File: src/rtl/diffsync_pkg.sv
package diffsync_pkg;
  typedef enum logic [1:0] {
    ST_HUNT    = 2'd0,
    ST_ALIGN   = 2'd1,
    ST_GATHER  = 2'd2,
    ST_HANDOFF = 2'd3
  } rx_state_e;

  localparam int unsigned BYTE_W = 8;
endpackage

File: src/rtl/diffsync_front.sv
// Data-bit recovery and bit history.
module diffsync_front #(
  parameter int unsigned HIST_W = 40
) (
  input  logic              clk,
  input  logic              rst_n,
  input  logic              clr_i,
  input  logic              shift_en_i,
  input  logic              diff_mode_i,
  input  logic              raw_bit_i,
  input  logic              seed_one_i,
  input  logic              inv_load_i,
  input  logic              inv_val_i,
  output logic [HIST_W-1:0] hist_nxt_o
);
  logic              dec_q, dec_d;
  logic              inv_q, inv_d;
  logic [HIST_W-1:0] hist_q, hist_d;
  logic              data_bit;

  always_comb begin
    data_bit   = diff_mode_i ? (dec_q ^ raw_bit_i ^ inv_q) : raw_bit_i;
    hist_nxt_o = {hist_q[HIST_W-2:0], data_bit};
  end

  always_comb begin
    hist_d = hist_q;
    dec_d  = dec_q;
    inv_d  = inv_q;
    if (clr_i) begin
      hist_d = '0;
      dec_d  = 1'b0;
      inv_d  = 1'b0;
    end else begin
      if (shift_en_i) begin
        hist_d = hist_nxt_o;
        dec_d  = seed_one_i ? 1'b1 : data_bit;
      end
      if (inv_load_i) inv_d = inv_val_i;
    end
  end

  always_ff @(posedge clk or negedge rst_n) begin
    if (!rst_n) begin
      hist_q <= '0;
      dec_q  <= 1'b0;
      inv_q  <= 1'b0;
    end else begin
      hist_q <= hist_d;
      dec_q  <= dec_d;
      inv_q  <= inv_d;
    end
  end

  AST_SEED_ONE: assert property (@(posedge clk) disable iff (!rst_n)
    (shift_en_i && seed_one_i && !clr_i) |=> dec_q) else $error("seed");
endmodule

File: src/rtl/diffsync_corr.sv
// Error-tolerant sync correlator, true and inverted.
module diffsync_corr #(
  parameter int unsigned      LEN  = 40,
  parameter logic [LEN-1:0]   WORD = 40'h07092A446F,
  parameter int unsigned      THR  = 32
) (
  input  logic [LEN-1:0] win_i,
  output logic           hit_o,
  output logic           inv_win_o
);
  localparam int unsigned PC_W = $clog2(LEN + 1);

  logic [LEN-1:0]  agree;
  logic [PC_W-1:0] true_cnt;
  logic [PC_W-1:0] inv_cnt;

  always_comb begin
    agree    = ~(win_i ^ WORD);
    true_cnt = '0;
    for (int i = 0; i < LEN; i++) begin
      true_cnt = true_cnt + {{(PC_W-1){1'b0}}, agree[i]};
    end
    inv_cnt   = PC_W'(LEN) - true_cnt;
    hit_o     = (true_cnt >= PC_W'(THR)) || (inv_cnt >= PC_W'(THR));
    inv_win_o = inv_cnt > true_cnt;
  end
endmodule

File: src/rtl/diffsync_gather.sv
// Byte slots filled in arrival order.
module diffsync_gather #(
  parameter int unsigned NBYTES = 14
) (
  input  logic                  clk,
  input  logic                  rst_n,
  input  logic                  clr_i,
  input  logic                  wr_en_i,
  input  logic [7:0]            wr_byte_i,
  output logic                  last_slot_o,
  output logic [8*NBYTES-1:0]   blk_o
);
  localparam int unsigned IDX_W = $clog2(NBYTES + 1);

  logic [IDX_W-1:0] idx_q, idx_d;

  always_comb begin
    idx_d = idx_q;
    if (clr_i)        idx_d = '0;
    else if (wr_en_i) idx_d = idx_q + 1'b1;
    last_slot_o = (idx_q == IDX_W'(NBYTES - 1));
  end

  always_ff @(posedge clk or negedge rst_n) begin
    if (!rst_n) idx_q <= '0;
    else        idx_q <= idx_d;
  end

  for (genvar g = 0; g < NBYTES; g++) begin : g_slot
    logic [7:0] slot_q;
    logic       slot_we;
    assign slot_we = wr_en_i && (idx_q == IDX_W'(g));
    always_ff @(posedge clk or negedge rst_n) begin
      if (!rst_n)       slot_q <= '0;
      else if (clr_i)   slot_q <= '0;
      else if (slot_we) slot_q <= wr_byte_i;
    end
    assign blk_o[8*g +: 8] = slot_q;
  end

  AST_IDX_RANGE: assert property (@(posedge clk) disable iff (!rst_n)
    idx_q <= IDX_W'(NBYTES)) else $error("idx");
  AST_NO_WRITE_FULL: assert property (@(posedge clk) disable iff (!rst_n)
    (idx_q == IDX_W'(NBYTES)) |-> !wr_en_i) else $error("full");
endmodule

File: src/rtl/diffsync_ctrl.sv
// Acquisition sequencer, bit counter and field latch.
module diffsync_ctrl
  import diffsync_pkg::*;
#(
  parameter int unsigned PRE_LEN  = 20,
  parameter int unsigned SYNC_THR = 32
) (
  input  logic               clk,
  input  logic               rst_n,
  input  logic               bit_valid_i,
  input  logic [PRE_LEN-1:0] pre_win_i,
  input  logic               corr_hit_i,
  input  logic               corr_inv_i,
  input  logic               last_slot_i,
  input  logic               dec_ack_i,
  input  logic               dec_ok_i,
  input  logic [7:0]         dec_op_i,
  input  logic [7:0]         dec_arg_i,
  input  logic [15:0]        dec_uid_i,
  output logic               shift_en_o,
  output logic               diff_mode_o,
  output logic               seed_one_o,
  output logic               inv_load_o,
  output logic               inv_val_o,
  output logic               clr_o,
  output logic               wr_en_o,
  output logic               dec_req_o,
  output logic               pv_o,
  output logic [7:0]         op_o,
  output logic [7:0]         arg_o,
  output logic [15:0]        uid_o
);
  localparam int unsigned CNT_TOP = (SYNC_THR > PRE_LEN) ? SYNC_THR : PRE_LEN;
  localparam int unsigned CNT_W   = $clog2(CNT_TOP + 1);
  localparam logic [PRE_LEN-1:0] PRE_MARK = {{(PRE_LEN-1){1'b0}}, 1'b1};

  rx_state_e        st_q, st_d;
  logic [CNT_W-1:0] cnt_q, cnt_d, cnt_inc;
  logic             pv_q, pv_d;
  logic             take, fld_we;

  always_comb begin
    take        = bit_valid_i && (st_q != ST_HANDOFF);
    cnt_inc     = (cnt_q == {CNT_W{1'b1}}) ? cnt_q : cnt_q + 1'b1;
    st_d        = st_q;
    cnt_d       = cnt_q;
    shift_en_o  = take;
    diff_mode_o = (st_q != ST_HUNT);
    seed_one_o  = 1'b0;
    inv_load_o  = 1'b0;
    inv_val_o   = corr_inv_i;
    clr_o       = 1'b0;
    wr_en_o     = 1'b0;
    pv_d        = 1'b0;
    fld_we      = 1'b0;
    case (st_q)
      ST_HUNT: if (take) begin
        cnt_d = cnt_inc;
        if (cnt_inc >= CNT_W'(PRE_LEN) && pre_win_i == PRE_MARK) begin
          st_d       = ST_ALIGN;
          cnt_d      = CNT_W'(1);
          seed_one_o = 1'b1;
        end
      end
      ST_ALIGN: if (take) begin
        cnt_d = cnt_inc;
        if (cnt_inc >= CNT_W'(SYNC_THR) && corr_hit_i) begin
          st_d       = ST_GATHER;
          cnt_d      = '0;
          inv_load_o = 1'b1;
        end
      end
      ST_GATHER: if (take) begin
        if (cnt_inc == CNT_W'(8)) begin
          cnt_d   = '0;
          wr_en_o = 1'b1;
          if (last_slot_i) st_d = ST_HANDOFF;
        end else begin
          cnt_d = cnt_inc;
        end
      end
      default: if (dec_ack_i) begin
        clr_o  = 1'b1;
        st_d   = ST_HUNT;
        cnt_d  = '0;
        pv_d   = dec_ok_i;
        fld_we = dec_ok_i;
      end
    endcase
  end

  always_ff @(posedge clk or negedge rst_n) begin
    if (!rst_n) begin
      st_q  <= ST_HUNT;
      cnt_q <= '0;
      pv_q  <= 1'b0;
      op_o  <= '0;
      arg_o <= '0;
      uid_o <= '0;
    end else begin
      st_q  <= st_d;
      cnt_q <= cnt_d;
      pv_q  <= pv_d;
      if (fld_we) begin
        op_o  <= dec_op_i;
        arg_o <= dec_arg_i;
        uid_o <= dec_uid_i;
      end
    end
  end

  assign dec_req_o = (st_q == ST_HANDOFF);
  assign pv_o      = pv_q;

  AST_PULSE_SINGLE: assert property (@(posedge clk) disable iff (!rst_n)
    pv_o |=> !pv_o) else $error("pulse");
  AST_REQ_HELD: assert property (@(posedge clk) disable iff (!rst_n)
    (dec_req_o && !dec_ack_i) |=> dec_req_o) else $error("req");
  AST_ACK_RELEASES: assert property (@(posedge clk) disable iff (!rst_n)
    (dec_req_o && dec_ack_i) |=> (!dec_req_o && (pv_o == $past(dec_ok_i)))) else $error("ack");
  AST_FIELDS_HOLD: assert property (@(posedge clk) disable iff (!rst_n)
    ({op_o, arg_o, uid_o} != $past({op_o, arg_o, uid_o})) |-> pv_o) else $error("hold");
endmodule

File: src/rtl/diffsync_rx.sv
module diffsync_rx
  import diffsync_pkg::*;
#(
  parameter int unsigned          PRE_LEN   = 20,
  parameter int unsigned          SYNC_LEN  = 40,
  parameter logic [SYNC_LEN-1:0]  SYNC_WORD = 40'h07092A446F,
  parameter int unsigned          SYNC_THR  = 32,
  parameter int unsigned          NBYTES    = 14
) (
  input  logic                    clk,
  input  logic                    rst_n,
  input  logic                    bit_in,
  input  logic                    bit_valid,
  output logic                    dec_req,
  output logic [8*NBYTES-1:0]     dec_block,
  input  logic                    dec_ack,
  input  logic                    dec_crc_ok,
  input  logic [7:0]              dec_op,
  input  logic [7:0]              dec_arg,
  input  logic [15:0]             dec_unit_id,
  output logic                    packet_valid,
  output logic [7:0]              op,
  output logic [7:0]              arg,
  output logic [15:0]             unit_id
);
  localparam int unsigned HIST_W = (SYNC_LEN > PRE_LEN) ? SYNC_LEN : PRE_LEN;

  logic [HIST_W-1:0] hist_nxt;
  logic shift_en, diff_mode, seed_one, inv_load, inv_val, clr, wr_en;
  logic corr_hit, corr_inv, last_slot;

  diffsync_front #(.HIST_W(HIST_W)) u_front (
    .clk(clk), .rst_n(rst_n), .clr_i(clr), .shift_en_i(shift_en),
    .diff_mode_i(diff_mode), .raw_bit_i(bit_in), .seed_one_i(seed_one),
    .inv_load_i(inv_load), .inv_val_i(inv_val), .hist_nxt_o(hist_nxt)
  );

  diffsync_corr #(.LEN(SYNC_LEN), .WORD(SYNC_WORD), .THR(SYNC_THR)) u_corr (
    .win_i(hist_nxt[SYNC_LEN-1:0]), .hit_o(corr_hit), .inv_win_o(corr_inv)
  );

  diffsync_gather #(.NBYTES(NBYTES)) u_gather (
    .clk(clk), .rst_n(rst_n), .clr_i(clr), .wr_en_i(wr_en),
    .wr_byte_i(hist_nxt[BYTE_W-1:0]), .last_slot_o(last_slot), .blk_o(dec_block)
  );

  diffsync_ctrl #(.PRE_LEN(PRE_LEN), .SYNC_THR(SYNC_THR)) u_ctrl (
    .clk(clk), .rst_n(rst_n), .bit_valid_i(bit_valid),
    .pre_win_i(hist_nxt[PRE_LEN-1:0]), .corr_hit_i(corr_hit), .corr_inv_i(corr_inv),
    .last_slot_i(last_slot), .dec_ack_i(dec_ack), .dec_ok_i(dec_crc_ok),
    .dec_op_i(dec_op), .dec_arg_i(dec_arg), .dec_uid_i(dec_unit_id),
    .shift_en_o(shift_en), .diff_mode_o(diff_mode), .seed_one_o(seed_one),
    .inv_load_o(inv_load), .inv_val_o(inv_val), .clr_o(clr), .wr_en_o(wr_en),
    .dec_req_o(dec_req), .pv_o(packet_valid), .op_o(op), .arg_o(arg), .uid_o(unit_id)
  );

  AST_BLOCK_STABLE: assert property (@(posedge clk) disable iff (!rst_n)
    (dec_req && $past(dec_req)) |-> $stable(dec_block)) else $error("blk");
endmodule

File: config.mk
export PLATFORM = sky130hd
export DESIGN_NAME = diffsync_rx
export DESIGN_NICKNAME = d
export VERILOG_FILES = /design/src/rtl/diffsync_pkg.sv /design/src/rtl/diffsync_front.sv /design/src/rtl/diffsync_corr.sv /design/src/rtl/diffsync_gather.sv /design/src/rtl/diffsync_ctrl.sv /design/src/rtl/diffsync_rx.sv
export SDC_FILE = /design/constraint.sdc
export NUM_CORES = 1
export LEC_CHECK = 0
export BUFFER_PORTS_ARGS = -buffer_cell sky130_fd_sc_hd__buf_4
export CORE_MARGIN = 2
export CORE_UTILIZATION = 50
export DETAILED_ROUTE_END_ITERATION = 8
export PLACE_DENSITY_LB_ADDON = 0.05
export SYNTH_ARGS = -nofsm -noshare
export SYNTH_HDL_FRONTEND = slang
export SYNTH_SLANG_ARGS = --single-unit
File: constraint.sdc
create_clock -name clk -period 10.3 [get_ports clk]
set_clock_uncertainty 0.2 [all_clocks]
set_input_delay 0.515 -clock clk [delete_from_list [all_inputs] [get_ports clk]]
set_output_delay 0.515 -clock clk [all_outputs]
set_load 0.05 [all_outputs]
==> results of run 1 <==
==> cells by family after synthesis <==
group	after synthesis	synth area share
xor+xnor	10	0.00911
compound gates	135	0.0838
simple gates	276	0.134
flops	198	0.516
buf+inv	136	0.0555
fa+ha+maj	56	0.0971
mux	97	0.105
==> path summary, 6_finish.rpt <==
kind / end / slack (ns) / depth (start not counted)
min in group clk: u_ctrl.op_o[0] / 0.10 / 2
hold / removal: u_front.hist_q[32] / 0.009 / 1
setup reg to reg: u_front.inv_q / 2.15 / 28
max in group asynchronous: u_gather.g_slot[3].slot_q[7] / 8.24 / 2
hold reg to reg: u_front.hist_q[23] / 0.28 / 2
setup / recovery: u_front.inv_q / 2.15 / 28
==> cells in the final DEF, fill, tap and decap left out, types with 3 or more instances in the layout <==
master	synthesis	final
sky130_fd_sc_hd__nand2_1	98	98
sky130_fd_sc_hd__o21ai_0	33	33
sky130_fd_sc_hd__nor2_1	94	93
sky130_fd_sc_hd__xnor2_1	5	5
sky130_fd_sc_hd__nand2b_1	4	4
sky130_fd_sc_hd__a31oi_1	5	5
sky130_fd_sc_hd__and4_1	3	3
sky130_fd_sc_hd__nor2b_1	3	3
sky130_fd_sc_hd__mux2_2	33	33
sky130_fd_sc_hd__a21oi_1	62	62
sky130_fd_sc_hd__buf_4	1	188
sky130_fd_sc_hd__nor4_4	3	3
sky130_fd_sc_hd__inv_8	0	6
sky130_fd_sc_hd__mux2i_1	64	64
sky130_fd_sc_hd__nand4b_1	7	7
sky130_fd_sc_hd__or3_1	4	4
sky130_fd_sc_hd__fa_1	31	31
sky130_fd_sc_hd__a22o_1	13	13
sky130_fd_sc_hd__ha_1	25	25
sky130_fd_sc_hd__clkinv_4	0	4
sky130_fd_sc_hd__nor3_1	8	8
sky130_fd_sc_hd__clkbuf_16	0	17
sky130_fd_sc_hd__dfrtp_1	198	198
sky130_fd_sc_hd__xor2_1	5	4
sky130_fd_sc_hd__a211oi_1	7	7
sky130_fd_sc_hd__nor4_1	3	3
sky130_fd_sc_hd__inv_1	72	72
sky130_fd_sc_hd__nand3_1	33	33
==> synthesized netlist by cell type, types with 3 or more instances <==
| master | number | share of area |
|---|---|---|
| sky130_fd_sc_hd__o21ai_0 | 33 | 0.017 |
| sky130_fd_sc_hd__buf_2 | 15 | 0.0078 |
| sky130_fd_sc_hd__nand2b_1 | 4 | 0.0026 |
| sky130_fd_sc_hd__a211oi_1 | 7 | 0.0055 |
| sky130_fd_sc_hd__nor4_1 | 3 | 0.0020 |
| sky130_fd_sc_hd__ha_1 | 25 | 0.033 |
| sky130_fd_sc_hd__nand3_1 | 33 | 0.017 |
| sky130_fd_sc_hd__mux2_2 | 33 | 0.039 |
| sky130_fd_sc_hd__inv_1 | 72 | 0.028 |
| sky130_fd_sc_hd__nor2b_1 | 3 | 0.0020 |
| sky130_fd_sc_hd__fa_1 | 31 | 0.065 |
| sky130_fd_sc_hd__nor4_4 | 3 | 0.0066 |
| sky130_fd_sc_hd__mux2i_1 | 64 | 0.067 |
| sky130_fd_sc_hd__a31oi_1 | 5 | 0.0033 |
| sky130_fd_sc_hd__xnor2_1 | 5 | 0.0046 |
| sky130_fd_sc_hd__and4_1 | 3 | 0.0027 |
| sky130_fd_sc_hd__buf_1 | 5 | 0.0020 |
| sky130_fd_sc_hd__dfrtp_1 | 198 | 0.52 |
| sky130_fd_sc_hd__or3_1 | 4 | 0.0026 |
| sky130_fd_sc_hd__nor3_1 | 8 | 0.0042 |
| sky130_fd_sc_hd__a22o_1 | 13 | 0.012 |
| sky130_fd_sc_hd__a21oi_1 | 62 | 0.032 |
| sky130_fd_sc_hd__nor2_1 | 94 | 0.037 |
| sky130_fd_sc_hd__nand4b_1 | 7 | 0.0064 |
| sky130_fd_sc_hd__xor2_1 | 5 | 0.0046 |
| sky130_fd_sc_hd__clkbuf_1 | 43 | 0.017 |
| sky130_fd_sc_hd__nand2_1 | 98 | 0.038 |
==> worst reg2reg max path, delay by kind of cell (launching register included) <==
family	cells	cell delay [ns]
compound gates	4	0.72
simple gates	2	0.37
xor+xnor	3	0.72
flops	1	0.42
fa+ha+maj	12	4.97
buf+inv	7	0.67
==> per-layer routing <==
metal  global-route usage  vias to the layer above  share of wire
met4               0.0433                        0         0.0080
li1                     -                     3306              -
met3               0.0637                       15          0.058
met5                    0                        -              0
met2                0.375                      158           0.49
met1                0.336                     3486           0.45
==> final cells by class <==
class	instances	area [µm²]	share of cell area
Clock inverter	14	159	0.0136
Sequential cell	198	4950	0.425
Clock buffer	17	425	0.0365
Inverter	72	270	0.0232
Tap cell	234	293	0.0251
Timing Repair Buffer	189	1430	0.122
Multi-Input combinational cell	574	4140	0.355
==> registers in the layout, indices dropped and copies added, names as in the netlist <==
signal / cells
u_gather.g_slot.slot_q: 112
u_front.hist_q: 39
u_ctrl.uid_o: 16
u_ctrl.arg_o: 8
u_ctrl.op_o: 8
u_ctrl.cnt_q: 6
u_gather.idx_q: 4
u_ctrl.st_q: 2
u_ctrl.pv_o: 1
u_front.dec_q: 1
u_front.inv_q: 1
==> metrics by stage <==
stage	util	hold WS [ns]
6_report	0.622	0.00888
5_1_grt	0.622	0.0839
4_1_cts	0.622	0.0631
3_5_place_dp	0.591	0.273
3_3_place_gp	0.591	0.261
2_1_floorplan	-	0.0194
==> parameters.txt, run 1 <==
Parameter                              Value

Synthesis
  Cell area after synthesis    slightly below 0.01 mm²
  Avg Cell Area, Syn    between 10 and 15 µm²
  Total of flip-flops plus latches after synthesis    198
  Async SR Flop Fraction    1.00
  Number of enable flip-flop cells after synthesis    0
  Synthesis Warnings    0
  Sequential element share of the synthesized area    0.516
  Most frequently used flop master after synthesis    sky130_fd_sc_hd__dfrtp_1
  Synthesized netlist cell count    908
  Post-Syn Nets    between 1,000 and 1,500
  Number of distinct library cells after synthesis    between 50 and 60

Cells and area
  Layout cell share with drive strength beyond 1    0.250
  Number of antenna repair diodes    0
  Relative area change from synthesis to final layout    21.4%
  FILL cells    1,583
  Final-stage net count    roughly 1,100
  Final instance count without filler cells    1,298
  Final design instance area without fill    around 0.012 mm²

Run
  Count of maximum capacitance violations    0

Worst setup path
  Launching element of the worst setup path    u_ctrl.st_q[0]
  Arrival time of the worst setup path    about 8.3 ns
  Delay of the slowest cell on the worst path    around 0.53 ns
  Critical path's most frequent cell    sky130_fd_sc_hd__fa_1
  Launch point of the worst reg-to-reg path    u_ctrl.st_q[0]
  Buf+Inv Stages, Crit Path    7
  Cell type of the slowest stage on the worst timing path    sky130_fd_sc_hd__fa_1
  Type of element launching the critical path    flip-flop
  Crit path kind    reg2reg
  Required arrival time at the worst endpoint    approximately 10 ns
  Worst setup EP type    flip-flop
  Largest fanout of any net on the critical path    15
  Cell family with the largest share of critical-path delay    adder cells

Timing
  Final critical delay including setup and external delays    about 8.2 ns
  Tightest Pin Transition    roughly 1.1 ns
  Setup repair after global routing missed its margin    false
  Highest achievable clock rate    roughly 0.12 GHz
  Max-slew violation total from the final report    0
  Period utilization    0.791
  Setup TNS    0 ns
  Count of final hold-check violations    0
  Max-slew headroom at the worst pin    0.292
  Worst setup slack after layout    between 2 and 2.5 ns
  Setup violation total in the final timing report    0

CTS
  TritonCTS clock tree    yes
  Post-CTS setup buffer count    0
  Deepest level of the CTS H-tree    4
  Maximum clock insertion buffer count    2
  Reg clk slew, reported paths    roughly 0.07 ns
  Latest clock arrival within the worst-skew pair    0.43 ns
  Total clock sinks    ~200
  Number of gates resized after CTS    0
  Clock buffer count from CTS    17
  Clk Tree Root Cell    sky130_fd_sc_hd__clkbuf_16
  Number of buffers inserted for hold repair after clock tree synthesis    0

GRT
  GRT Resource Usage Total    0.237
  Vias in the first global route    ~6,900
  Global route total overflow    0
  Antenna violations before repair    0
  Global-route wire length before repair    between 30 and 40 mm
  Maximum number of pins on one net before global-route repair    117

Routing
  Detail Route Antenna Nets    0
  Number of iterations in the first detailed-routing pass    5
  Number of DRC markers in iteration 0    about 570
  Wirelength per Cell    roughly 18 µm
  DRC viols    0
  Detailed Route WL    around 23 mm
  Via count normalized by instance count    5.37
  Via total after detailed routing    ~7,000

Placed design
  Post-placement worst setup slack    2.14 ns
  HPWL Detailed    15.6 mm
  Cell count after placement    approximately 1,300
  # port buffers    183
  Final estimated routing congestion in global placement    0.808
  Placed cell areas    ~0.011 mm²

Floorplan
  Row Count    50
  Die area    a little over 0.02 mm²
  Die W    about 140 µm
  IO Pins    between 150 and 200
  Initial standard-cell utilization of the core    0.512
  Floorplan die height    about 140 µm
  Area inside the core boundary    between 0.015 and 0.02 mm²

Hold path
  Worst min-delay path category    in2async

Status
  Run status    completed
Power of run 1 is left out: the tool's default activity adds up to more than one toggle a clock period on the data nets, which glitch-free logic cannot reach.
==> run 2, diff against run 1 <==
==> constraint.sdc (replaced) <==
create_clock -name clk -period 6.81 [get_ports clk]
set_clock_uncertainty 0.2 [all_clocks]
set_input_delay 0.3405 -clock clk [delete_from_list [all_inputs] [get_ports clk]]
set_output_delay 0.3405 -clock clk [all_outputs]
set_load 0.05 [all_outputs]
==> run 2 against run 1 <==
  * The flow now finishes with violations (negative setup slack)
  * Critical path depth decreased by 4
  * Sequential cell count unchanged
  * Count of clock-buffer cells in the layout increased by 1
  * Register-to-register slack got worse by 2.5 ns
  * Global-route usage increased by 0.82 points
  * Die area unchanged
  * Sequential share of layout area decreased by 2.3 points
  * Critical path type unchanged
  * Largest cell class unchanged
==> parameters.txt, run 2 (synthesized netlist as in run 1, its figures left out) <==
Parameter                              Value

Floorplan
  Floorplan die height    about 140 µm
  Die area    just over 0.02 mm²
  IO Pins    184
  Row Count    50
  Initial standard-cell utilization of the core    0.512
  Die W    approximately 140 µm
  Area inside the core boundary    roughly 0.019 mm²

Timing
  Tightest Pin Transition    approximately 1.1 ns
  Count of final hold-check violations    0
  Highest achievable clock rate    approximately 0.14 GHz
  Max-slew violation total from the final report    0
  Period utilization    1.05
  Max-slew headroom at the worst pin    0.296
  Setup violation total in the final timing report    9
  Setup TNS    -2.13 ns
  Setup repair after global routing missed its margin    true
  Worst setup slack after layout    -0.345 ns
  Final critical delay including setup and external delays    ~7.2 ns

Hold path
  Worst hold path startpoint    dec_ack
  Worst hold stages    4
  Hold EP    u_front.dec_q
  Worst min-delay path category    in2reg

Routing
  Number of DRC markers in iteration 0    roughly 350
  Via total after detailed routing    7,240
  Via count normalized by instance count    5.33
  Detailed Route WL    about 24 mm
  DRC viols    0
  Wirelength per Cell    between 15 and 20 µm
  Detail Route Antenna Nets    0
  Number of iterations in the first detailed-routing pass    5

CTS
  Reg clk slew, reported paths    about 0.07 ns
  Deepest level of the CTS H-tree    4
  Clk Tree Root Cell    sky130_fd_sc_hd__clkbuf_16
  Maximum clock insertion buffer count    2
  Latest clock arrival within the worst-skew pair    between 0.4 and 0.5 ns
  Clock buffer count from CTS    17
  TritonCTS clock tree    yes
  Total clock sinks    about 200

Worst setup path
  Endpoint of the worst-slack reg-to-reg timing path    u_ctrl.st_q[1]
  Type of element launching the critical path    flip-flop
  Largest fanout of any net on the critical path    3
  Worst setup EP type    flip-flop
  Flop-to-flop setup slack    -0.35 ns
  Cell type of the slowest stage on the worst timing path    sky130_fd_sc_hd__fa_1
  Cell-by-cell trace of the critical path    xnor2_2 -> nor2_4 -> xor2_4 -> ha_4 -> fa_1 -> inv_1 -> fa_1 -> inv_1 -> fa_1 -> fa_1 -> inv_1 -> fa_1 -> fa_1 -> fa_1 -> fa_2 -> inv_2 -> fa_2 -> nand2b_1 -> and2b_2 -> o21ba_4 -> o21ai_4 -> a21boi_2 -> nor4b_2 -> mux2_2
  Reg2Reg Depth    24
  Required arrival time at the worst endpoint    between 6 and 7 ns
  Launching element of the worst setup path    u_front.dec_q
  Crit path kind    reg2reg
  Arrival time of the worst setup path    around 7.3 ns
  Launch point of the worst reg-to-reg path    u_front.dec_q
  Critical path's most frequent cell    sky130_fd_sc_hd__fa_1
  Delay of the slowest cell on the worst path    ~0.53 ns

Cells and area
  Relative area change from synthesis to final layout    28.5%
  Final design instance area without fill    around 0.012 mm²
  Regs by FF count    u_gather.g_slot.slot_q (112), u_front.hist_q (39), u_ctrl.uid_o (16)
  Max reg flops    between 100 and 150
  Layout cell share with drive strength beyond 1    0.278
  Most flop-heavy register    u_gather.g_slot.slot_q
  Seq. cell area    ~0.0050 mm²
  Area of the multi-input gates    around 0.0043 mm²
  Util after Layout    0.658
  Most common cell after layout, fill and taps aside    sky130_fd_sc_hd__buf_4
  Commonest non-fill, non-tap cells in the layout    sky130_fd_sc_hd__buf_4 (213), sky130_fd_sc_hd__dfrtp_1 (198), sky130_fd_sc_hd__nand2_1 (98)
  Number of antenna repair diodes    0
  FILL cells    between 1,500 and 2,000
  Final-stage net count    between 1,000 and 1,500

Placed design
  Post-placement worst setup slack    -0.455 ns
  # port buffers    around 180
  Final estimated routing congestion in global placement    approximately 0.85
  Placed cell areas    0.0114 mm²
  HPWL Detailed    around 16 mm

GRT
  Global-route wire length before repair    38.8 mm
  Vias in the first global route    between 7,000 and 8,000
  Maximum number of pins on one net before global-route repair    78
  GRT Resource Usage Total    0.245
  Antenna violations before repair    0
  Global route total overflow    0

Run
  Count of maximum capacitance violations    0

Status
  Run status    finished with violations
  Violated checks    negative setup slack
## run 2: per-stage QoR
stage	instances	hold slack, ns
after floorplan	908	-0.155
after global placement	1287	0.221
after detailed placement	1287	0.217
after CTS	1355	0.0745
after global routing	1358	0.156
final	1358	0.0844
## run 2: timing repair
item,in CTS,in global routing
pin swaps,9,5
hold buffers,33,0
gates resized for setup,5,2
endpoints found under the setup margin,9,9
hold endpoints to repair,107,0
buffers inserted,4,3
## run 2: worst max-delay path: cells and delay by family (launching register included)
kind | cells | cell delay (ns)
AO/OA/AOI/OAI | 3 | 0.43
multiplexers | 1 | 0.37
XOR/XNOR | 2 | 0.37
adder cells (fa/ha/maj) | 10 | 4.32
AND/OR/NAND/NOR | 4 | 0.76
flip-flops | 1 | 0.41
buffers and inverters | 4 | 0.20
## run 2: worst max-delay path by stage
stage          slack (ns)              to  cells after the start
2_1_floorplan       -0.38  u_ctrl.st_q[1]                     26
3_5_place_dp        -0.46   u_front.inv_q                     26
3_3_place_gp        -0.32  u_ctrl.st_q[1]                     24
5_1_grt             -0.61  u_ctrl.st_q[1]                     24
6_report            -0.35  u_ctrl.st_q[1]                     24
4_1_cts             -0.35  u_ctrl.st_q[1]                     24
## run 2: per-layer routing
layer | global-route usage | vias to the layer above | part of all wire
li1 | - | 3424 | -
met3 | 0.0718 | 34 | 0.070
met1 | 0.342 | 3579 | 0.44
met2 | 0.373 | 203 | 0.47
met4 | 0.0787 | 0 | 0.023
met5 | 0 | - | 0
## run 2: area by class of cell
cell class | count | share of cell area
Timing Repair Buffer | 249 | 0.159
Clock buffer | 18 | 0.0347
Inverter | 72 | 0.0219
Sequential cell | 198 | 0.401
Multi-Input combinational cell | 574 | 0.349
Tap cell | 234 | 0.0237
Clock inverter | 13 | 0.0107
Power of run 2 is left out for the same reason.
